<file path="src/rtl/crc_step_pkg.sv">
package crc_step_pkg;

  localparam logic [31:0] POLY_CRC32  = 32'hEDB88320;
  localparam logic [31:0] POLY_CRC32C = 32'h82F63B78;

  typedef enum logic [1:0] {
    SZ_BYTE   = 2'd0,
    SZ_HALF   = 2'd1,
    SZ_WORD   = 2'd2,
    SZ_DOUBLE = 2'd3
  } chunk_size_e;

  // Number of single-bit steps for a chunk size.
  function automatic int unsigned steps_for_size(chunk_size_e sz);
    return 8 << sz;
  endfunction

  // Polynomial for the selector.
  function automatic logic [31:0] poly_for_sel(logic sel);
    return sel ? POLY_CRC32C : POLY_CRC32;
  endfunction

endpackage

</file>
<file path="src/rtl/crc_round.sv">
// Combinational unrolled chain of STEPS reflected CRC steps.
module crc_round #(
  parameter int DATA_W = 64,
  parameter int POLY_W = 32,
  parameter int STEPS  = 8
) (
  input  logic [DATA_W-1:0] state_in,
  input  logic [POLY_W-1:0] poly,
  output logic [DATA_W-1:0] state_out
);

  localparam int PAD_W = DATA_W - POLY_W;

  logic [DATA_W-1:0] chain [STEPS+1];

  assign chain[0] = state_in;

  for (genvar g = 0; g < STEPS; g++) begin : g_step
    logic              drop_bit;
    logic [DATA_W-1:0] fb;
    assign drop_bit     = chain[g][0];
    assign fb           = {{PAD_W{1'b0}}, poly & {POLY_W{drop_bit}}};
    assign chain[g+1]   = (chain[g] >> 1) ^ fb;
  end

  assign state_out = chain[STEPS];

endmodule

</file>
<file path="src/rtl/crc_ctrl.sv">
// Round counter: accepts start when idle, counts rounds, pulses done.
module crc_ctrl #(
  parameter int CNT_W = 4
) (
  input  logic             clk,
  input  logic             rst_n,
  input  logic             start,
  input  logic [CNT_W-1:0] rounds,
  output logic             load,
  output logic             advance,
  output logic             busy,
  output logic             done,
  output logic [CNT_W-1:0] cnt
);

  logic             busy_q;
  logic             done_q;
  logic [CNT_W-1:0] cnt_q;
  logic             last_round;

  assign load       = start & ~busy_q;
  assign advance    = busy_q;
  assign last_round = busy_q && (cnt_q == CNT_W'(1));

  always_ff @(posedge clk or negedge rst_n) begin
    if (!rst_n) begin
      busy_q <= 1'b0;
      done_q <= 1'b0;
      cnt_q  <= '0;
    end else begin
      done_q <= 1'b0;
      if (load) begin
        busy_q <= 1'b1;
        cnt_q  <= rounds;
      end else if (busy_q) begin
        cnt_q <= cnt_q - CNT_W'(1);
        if (last_round) begin
          busy_q <= 1'b0;
          done_q <= 1'b1;
        end
      end
    end
  end

  assign busy = busy_q;
  assign done = done_q;
  assign cnt  = cnt_q;

endmodule

</file>
<file path="src/rtl/crc_step_unit.sv">
module crc_step_unit #(
  parameter int DATA_W          = 64,
  parameter int POLY_W          = 32,
  parameter int STEPS_PER_CYCLE = 8
) (
  input  logic              clk,
  input  logic              rst_n,
  input  logic              start,
  input  logic [DATA_W-1:0] din,
  input  logic              poly_sel,
  input  logic [1:0]        size_sel,
  output logic [DATA_W-1:0] result,
  output logic              done
);

  import crc_step_pkg::*;

  localparam int MAX_ROUNDS = 64 / STEPS_PER_CYCLE;
  localparam int CNT_W      = $clog2(MAX_ROUNDS + 1);

  logic [DATA_W-1:0] state_q;
  logic [POLY_W-1:0] poly_q;
  logic [DATA_W-1:0] round_out;
  logic [CNT_W-1:0]  rounds_w;
  logic              load_w;
  logic              advance_w;
  logic              busy_w;
  logic [CNT_W-1:0]  cnt_w;

  assign rounds_w = CNT_W'(steps_for_size(chunk_size_e'(size_sel)) / STEPS_PER_CYCLE);

  crc_ctrl #(.CNT_W(CNT_W)) u_ctrl (
    .clk     (clk),
    .rst_n   (rst_n),
    .start   (start),
    .rounds  (rounds_w),
    .load    (load_w),
    .advance (advance_w),
    .busy    (busy_w),
    .done    (done),
    .cnt     (cnt_w)
  );

  crc_round #(
    .DATA_W (DATA_W),
    .POLY_W (POLY_W),
    .STEPS  (STEPS_PER_CYCLE)
  ) u_round (
    .state_in  (state_q),
    .poly      (poly_q),
    .state_out (round_out)
  );

  always_ff @(posedge clk or negedge rst_n) begin
    if (!rst_n) begin
      state_q <= '0;
      poly_q  <= '0;
    end else if (load_w) begin
      state_q <= din;
      poly_q  <= POLY_W'(poly_for_sel(poly_sel));
    end else if (advance_w) begin
      state_q <= round_out;
    end
  end

  assign result = state_q;

endmodule

</file>
<file path="config.mk">
export PLATFORM = sky130hd
export DESIGN_NAME = crc_step_unit
export DESIGN_NICKNAME = d
export VERILOG_FILES = /design/src/rtl/crc_step_pkg.sv /design/src/rtl/crc_round.sv /design/src/rtl/crc_ctrl.sv /design/src/rtl/crc_step_unit.sv
export SDC_FILE = /design/constraint.sdc
export NUM_CORES = 1
export LEC_CHECK = 0
export BUFFER_PORTS_ARGS = -buffer_cell sky130_fd_sc_hd__buf_2
export CAP_MARGIN = 20
export CORE_MARGIN = 2
export CORE_UTILIZATION = 55
export DETAILED_ROUTE_END_ITERATION = 12
export PLACE_DENSITY = 0.82
export RECOVER_POWER = 25
export SLEW_MARGIN = 10
export SYNTH_ARGS = -nofsm -noshare
export SYNTH_HDL_FRONTEND = slang
export SYNTH_SLANG_ARGS = --single-unit
</file>
<file path="constraint.sdc">
create_clock -name clk -period 3.1 [get_ports clk]
set_clock_uncertainty 0.2 [all_clocks]
set_input_delay 0.31 -clock clk [delete_from_list [all_inputs] [get_ports clk]]
set_output_delay 0.31 -clock clk [all_outputs]
set_load 0.01 [all_outputs]
</file>
* Yosys cells after proc, flatten, opt, wreduce, memory -nomap -nowiden
Cells that the tools add are included.
** Word-level totals
- Flip-flop bits (word level) :: 102
- Bits in latches :: 0
- RAM bits :: 0
- ROM bits :: 0
- Input port bits :: 70
- Word-level logic and storage cells :: 39
- Memories kept :: 0
** Operators by class
- Add/sub/neg operators :: 1
- Multipliers :: 0
- Div/mod/pow operators :: 0
- $lt $le $gt $ge :: 0
- Equality and inequality tests :: 1
- Shifts and indexed selects :: 1
- Muxes and demuxes :: 11
- Bitwise logic cells :: 18
- Reduce and logical (&&, ||, !) cells :: 2
** Operators with widths (count)
- 63-bit by 32-bit bitwise XOR with 63-bit output :: 5
- 32-bit AND :: 8
- 64-bit two-way mux :: 2
- 62-bit by 32-bit bitwise XOR with 62-bit output :: 1
- 61-bit by 32-bit bitwise XOR with 61-bit output :: 1
- 60-bit by 32-bit bitwise XOR with 60-bit output :: 1
- 31-bit two-way mux :: 1
- 4-bit two-way mux :: 2
- 4-bit by 2-bit left shift with 7-bit output, first input constant :: 1
- 1-bit two-way mux :: 6
- 4-bit by 1-bit == test with 1-bit output, second input constant :: 1
- 4-bit by 1-bit subtractor with 4-bit output, second input constant :: 1
- 2-bit nonzero test :: 1
- 1-bit AND :: 1
- 1-bit logical AND :: 1
- 1-bit NOT :: 1

* Depth between registers and ports, before layout
- Depth after elaboration :: 18
- Depth in mapped cells :: 9
- Mapped depth without buffers :: 6

* By module
A second synthesis with hierarchy kept.
** Unflattened totals
- Cells, all modules :: 1620
- Area, all modules :: 10979.3 um^2
** Modules (own cells, without submodules)
- crc_round :: instances 1, cells each 1301, area an instance 7511.0 um^2, seq. area each 0.0 um^2
- crc_step_unit :: instances 1, cells each 289, area an instance 3136.8 um^2, seq. area each 1676.6 um^2
- crc_ctrl :: instances 1, cells each 30, area an instance 331.6 um^2, seq. area each 150.1 um^2

* Worst setup path before layout
OpenSTA, ideal clock, no wires.
- Path kind :: register to register
- Start :: register state_q[0], in the netlist result[0]
- End :: register state_q[21], in the netlist result[21]
- Library setup time :: 120 ps
- Arrival :: 2138 ps
- Data required time :: 2780 ps
- Setup slack :: 642 ps
- Cell stages (with the launch flop) :: 8
- Path buffers :: 1
- Clock period less this slack :: 2458 ps
- Cells stage by stage :: dfrtp_1 -> buf_4 -> a21bo_2 -> and2_1 -> a21oi_4 -> xnor3_1 -> or3_1 -> a31o_2
** Between the ends
- Cells in the longest elaborated chain, start to end :: 18
** Ends and longest elaborated chain
- from (decl) :: line crc_step_unit.sv:21 : logic [DATA_W-1:0] state_q;
- from (signal assigned) :: line crc_step_unit.sv:59 : state_q <= din;
- from (signal assigned) :: line crc_step_unit.sv:62 : state_q <= round_out;
- 32-bit AND * :: line crc_round.sv:22 : assign fb = {{PAD_W{1'b0}}, poly & {POLY_W{drop_bit}}};
- 63-bit by 32-bit bitwise XOR with 63-bit output * :: line crc_round.sv:23 : assign chain[g+1] = (chain[g] >> 1) ^ fb;
- 32-bit AND :: line crc_round.sv:22
- 63-bit by 32-bit bitwise XOR with 63-bit output * :: line crc_round.sv:23
- 32-bit AND :: line crc_round.sv:22
- 63-bit by 32-bit bitwise XOR with 63-bit output * :: line crc_round.sv:23
- 32-bit AND :: line crc_round.sv:22
- 63-bit by 32-bit bitwise XOR with 63-bit output * :: line crc_round.sv:23
- (+2 left out)
- 32-bit AND :: line crc_round.sv:22
- 62-bit by 32-bit bitwise XOR with 62-bit output * :: line crc_round.sv:23
- 32-bit AND :: line crc_round.sv:22
- 61-bit by 32-bit bitwise XOR with 61-bit output * :: line crc_round.sv:23
- 32-bit AND :: line crc_round.sv:22
- 60-bit by 32-bit bitwise XOR with 60-bit output * :: line crc_round.sv:23
- 64-bit two-way mux * :: line crc_step_unit.sv:61 : end else if (advance_w) begin
- 64-bit two-way mux * :: line crc_step_unit.sv:58 : end else if (load_w) begin
Every way passes the cells marked *; elsewhere a longest branch is shown, timed or not. The select of a mux whose other input is x is not followed.
A chain may end at the register's enable or synchronous reset.

* Final worst setup path
Ends and elaborated chain as after synthesis.

==> results.ini <==
[layout]
seqCellArea_mm2 = 0.00183
finish.net_count = 773
fin_util = 0.662
drive_above_1_share = 0.201
n_antenna_cell = 0
syn_to_final_growth_pct = 18.5
n_fill_cell = 850
multi_input_area_mm2 = 0.00362

[clocking]
cts_tree = built
cts_sinks = 73
cts_max_level = 3
cts_buffer_depth = 2
clk_latency_ns = 0.37
numCtsBuffers = 9
cts_root_buf = clkbuf_8
path_clk_slew_ns = 0.09

[setup_path]
criticalPathCategory = reg -> reg
start_kind = flip-flop
endpoint_kind = flip-flop
cp.arrival_ns = 2.80
crit_chain = buf_4, nand3b_1, and2_1, o21ai_2, xnor3_1, or3_1, a31o_2
max_stage_delay_ns = 0.59
critPathSlowestCell = dfrtp_1
crit_fanout = 15
cp-startpoint = result[0]
crit_required_ns = 3.17
rr_startpoint = result[0]

[floorplan]
io_pins = 135
rows = 37
die_area_mm2 = 0.0112
start_util = 0.559
core_area_mm2 = 0.0102
die_height_um = 106
die_w_um = 106

[sta]
setup_violations = 0
relSlewSlack = 0.144
fin_crit_sh = 0.882
fin_crit_ns = 2.73
fmax_ghz = 0.366
setup_tns_ns = 0
worst_pin_slew_ns = 1.28
hold_viol_final = 0
rsz0062_at_grt = false
maxSlewViolCount = 0
holdWs_ns = 0.0147
setup_ws_ns = 0.367

[synth]
netlist_area_mm2 = 0.00569
synth.net_count = 648
synth_ff_type = dfrtp_1
synth_top_area_share = 0.321
synth.distinct_cells = 63
synthTopCellsByCount = dfrtp_1, nand2_1, xnor2_1
synth.most_common_cell = dfrtp_1
synth_edf_count = 0
synth_area_per_cell_um2 = 9.89
netlist_instances = 576
post-synth-top-area-cell = dfrtp_1
yosysWarnings = 0
yosysSeqAreaShare = 0.321
synth_area_leaders = dfrtp_1, xnor3_1, xnor2_1
synth_async_sr_flop_share = 1.00
yosys_register_bits = 73

[min_path]
worstHoldStart = din[22]
hp-class = in -> reg

[global_routing]
grt_pass1_wl_mm = 24.8
grt_antenna_before_repair = 0
grt_pass1_vias = 4810
grt_usage = 0.288
grt_overflow_total = 0
grt_max_degree = 84

[job]
max-cap-violations = 0

[status]
outcome = complete, no violations

[place]
port_buffers = 134
place_hpwl_mm = 11.5
place_ws_ns = 0.418
gp_congestion = 0.947

[drt]
drtPass1Iterations = 5
drt-total-wl_mm = 15.7
routed_via_density = 5.65
route.detailed.drc = 0
ant_nets = 0
vias = 4757
drt-initial-drc-count = 308
wl_per_cell_um = 18.6

==> worst paths after layout <==
| check | endpoint | cells after the start | slack (ns) |
|---|---|---|---|
| min in group asynchronous | result[34] | 2 | 0.42 |
| max in group asynchronous | u_ctrl.advance | 2 | 1.64 |
| worst max register to register | result[21] | 7 | 0.37 |
| worst min-delay path | result[22] | 3 | 0.01 |
| worst max-delay path | result[21] | 7 | 0.37 |
| worst min register to register | u_ctrl.done | 1 | 0.30 |
==> routing by layer <==
metal  share of wire  up-vias  GRT usage  wire (µm)
met5               0        -          0          0
met4           0.016        0     0.0818        252
met3           0.070       24     0.0656       1100
met2            0.50      202      0.486       7770
met1            0.42     2287      0.372       6560
li1                -     2244          -          -
==> layout by cell type (no fill, tap or decap), types with 7 or more instances in the layout <==
cell           netlist  routed
clkbuf_1            25      48
inv_1                7       7
xnor2_1             57      57
o21ai_0             37      37
nand2_1             63      63
nor2b_1             23      23
a211oi_1            25      25
mux2i_1             46      46
dfrtp_1             73      72
buf_2                9      84
dlygate4sd3_1        0      10
nor2_1              24      24
clkbuf_8             0       9
xor2_1              32      32
xnor3_1             27      27
buf_4                3      17
a21oi_1             28      28
==> critical path: cells and delay by family, from the launching register on <==
family,cells,cell delay (ns)
AND/OR/NAND/NOR,3,0.72
AO/OA/AOI/OAI,2,0.46
XOR/XNOR,1,0.35
buffers and inverters,1,0.30
flip-flops,1,0.59
==> cell families (layout without fill, tap and decap cells) <==
kind of cell	Yosys count	count (layout)	share of synthesized area
flops	73	73	0.321
buf+inv	54	184	0.0435
compound gates	125	125	0.143
mux	47	47	0.0828
simple gates	151	151	0.133
fa+ha+maj	2	2	0.00439
xor+xnor	124	124	0.273
==> area by class of cell <==
class,count,share of cell area
inverter,8,0.00445
multi-input combinational,449,0.537
clock inverter,7,0.0187
tap,136,0.0252
timing repair buffer,160,0.126
clock buffer,9,0.0184
sequential,73,0.271
==> per-stage QoR <==
step,cell area (µm²),std cells
4_1_cts,6810,842
3_5_place_dp,6460,816
2_1_floorplan,5690,576
5_1_grt,6750,842
3_3_place_gp,6460,816
6_report,6750,842
==> state kept, by name (all words and copies together), names as in the netlist <==
register / cells
poly_q: 3
result: 64
u_ctrl.advance: 1
u_ctrl.cnt: 4
u_ctrl.done: 1
==> timing repair <==
| item | 4_1_cts | 5_1_grt |
|---|---|---|
| hold buffers | 10 | 0 |
| endpoints found under the hold margin | 83 | 0 |
| buffers inserted | 0 | 0 |
| resized for setup | 0 | 0 |
Power is not shown: default switching activity piles up to over one toggle a cycle in this logic, so the estimate is an artifact.
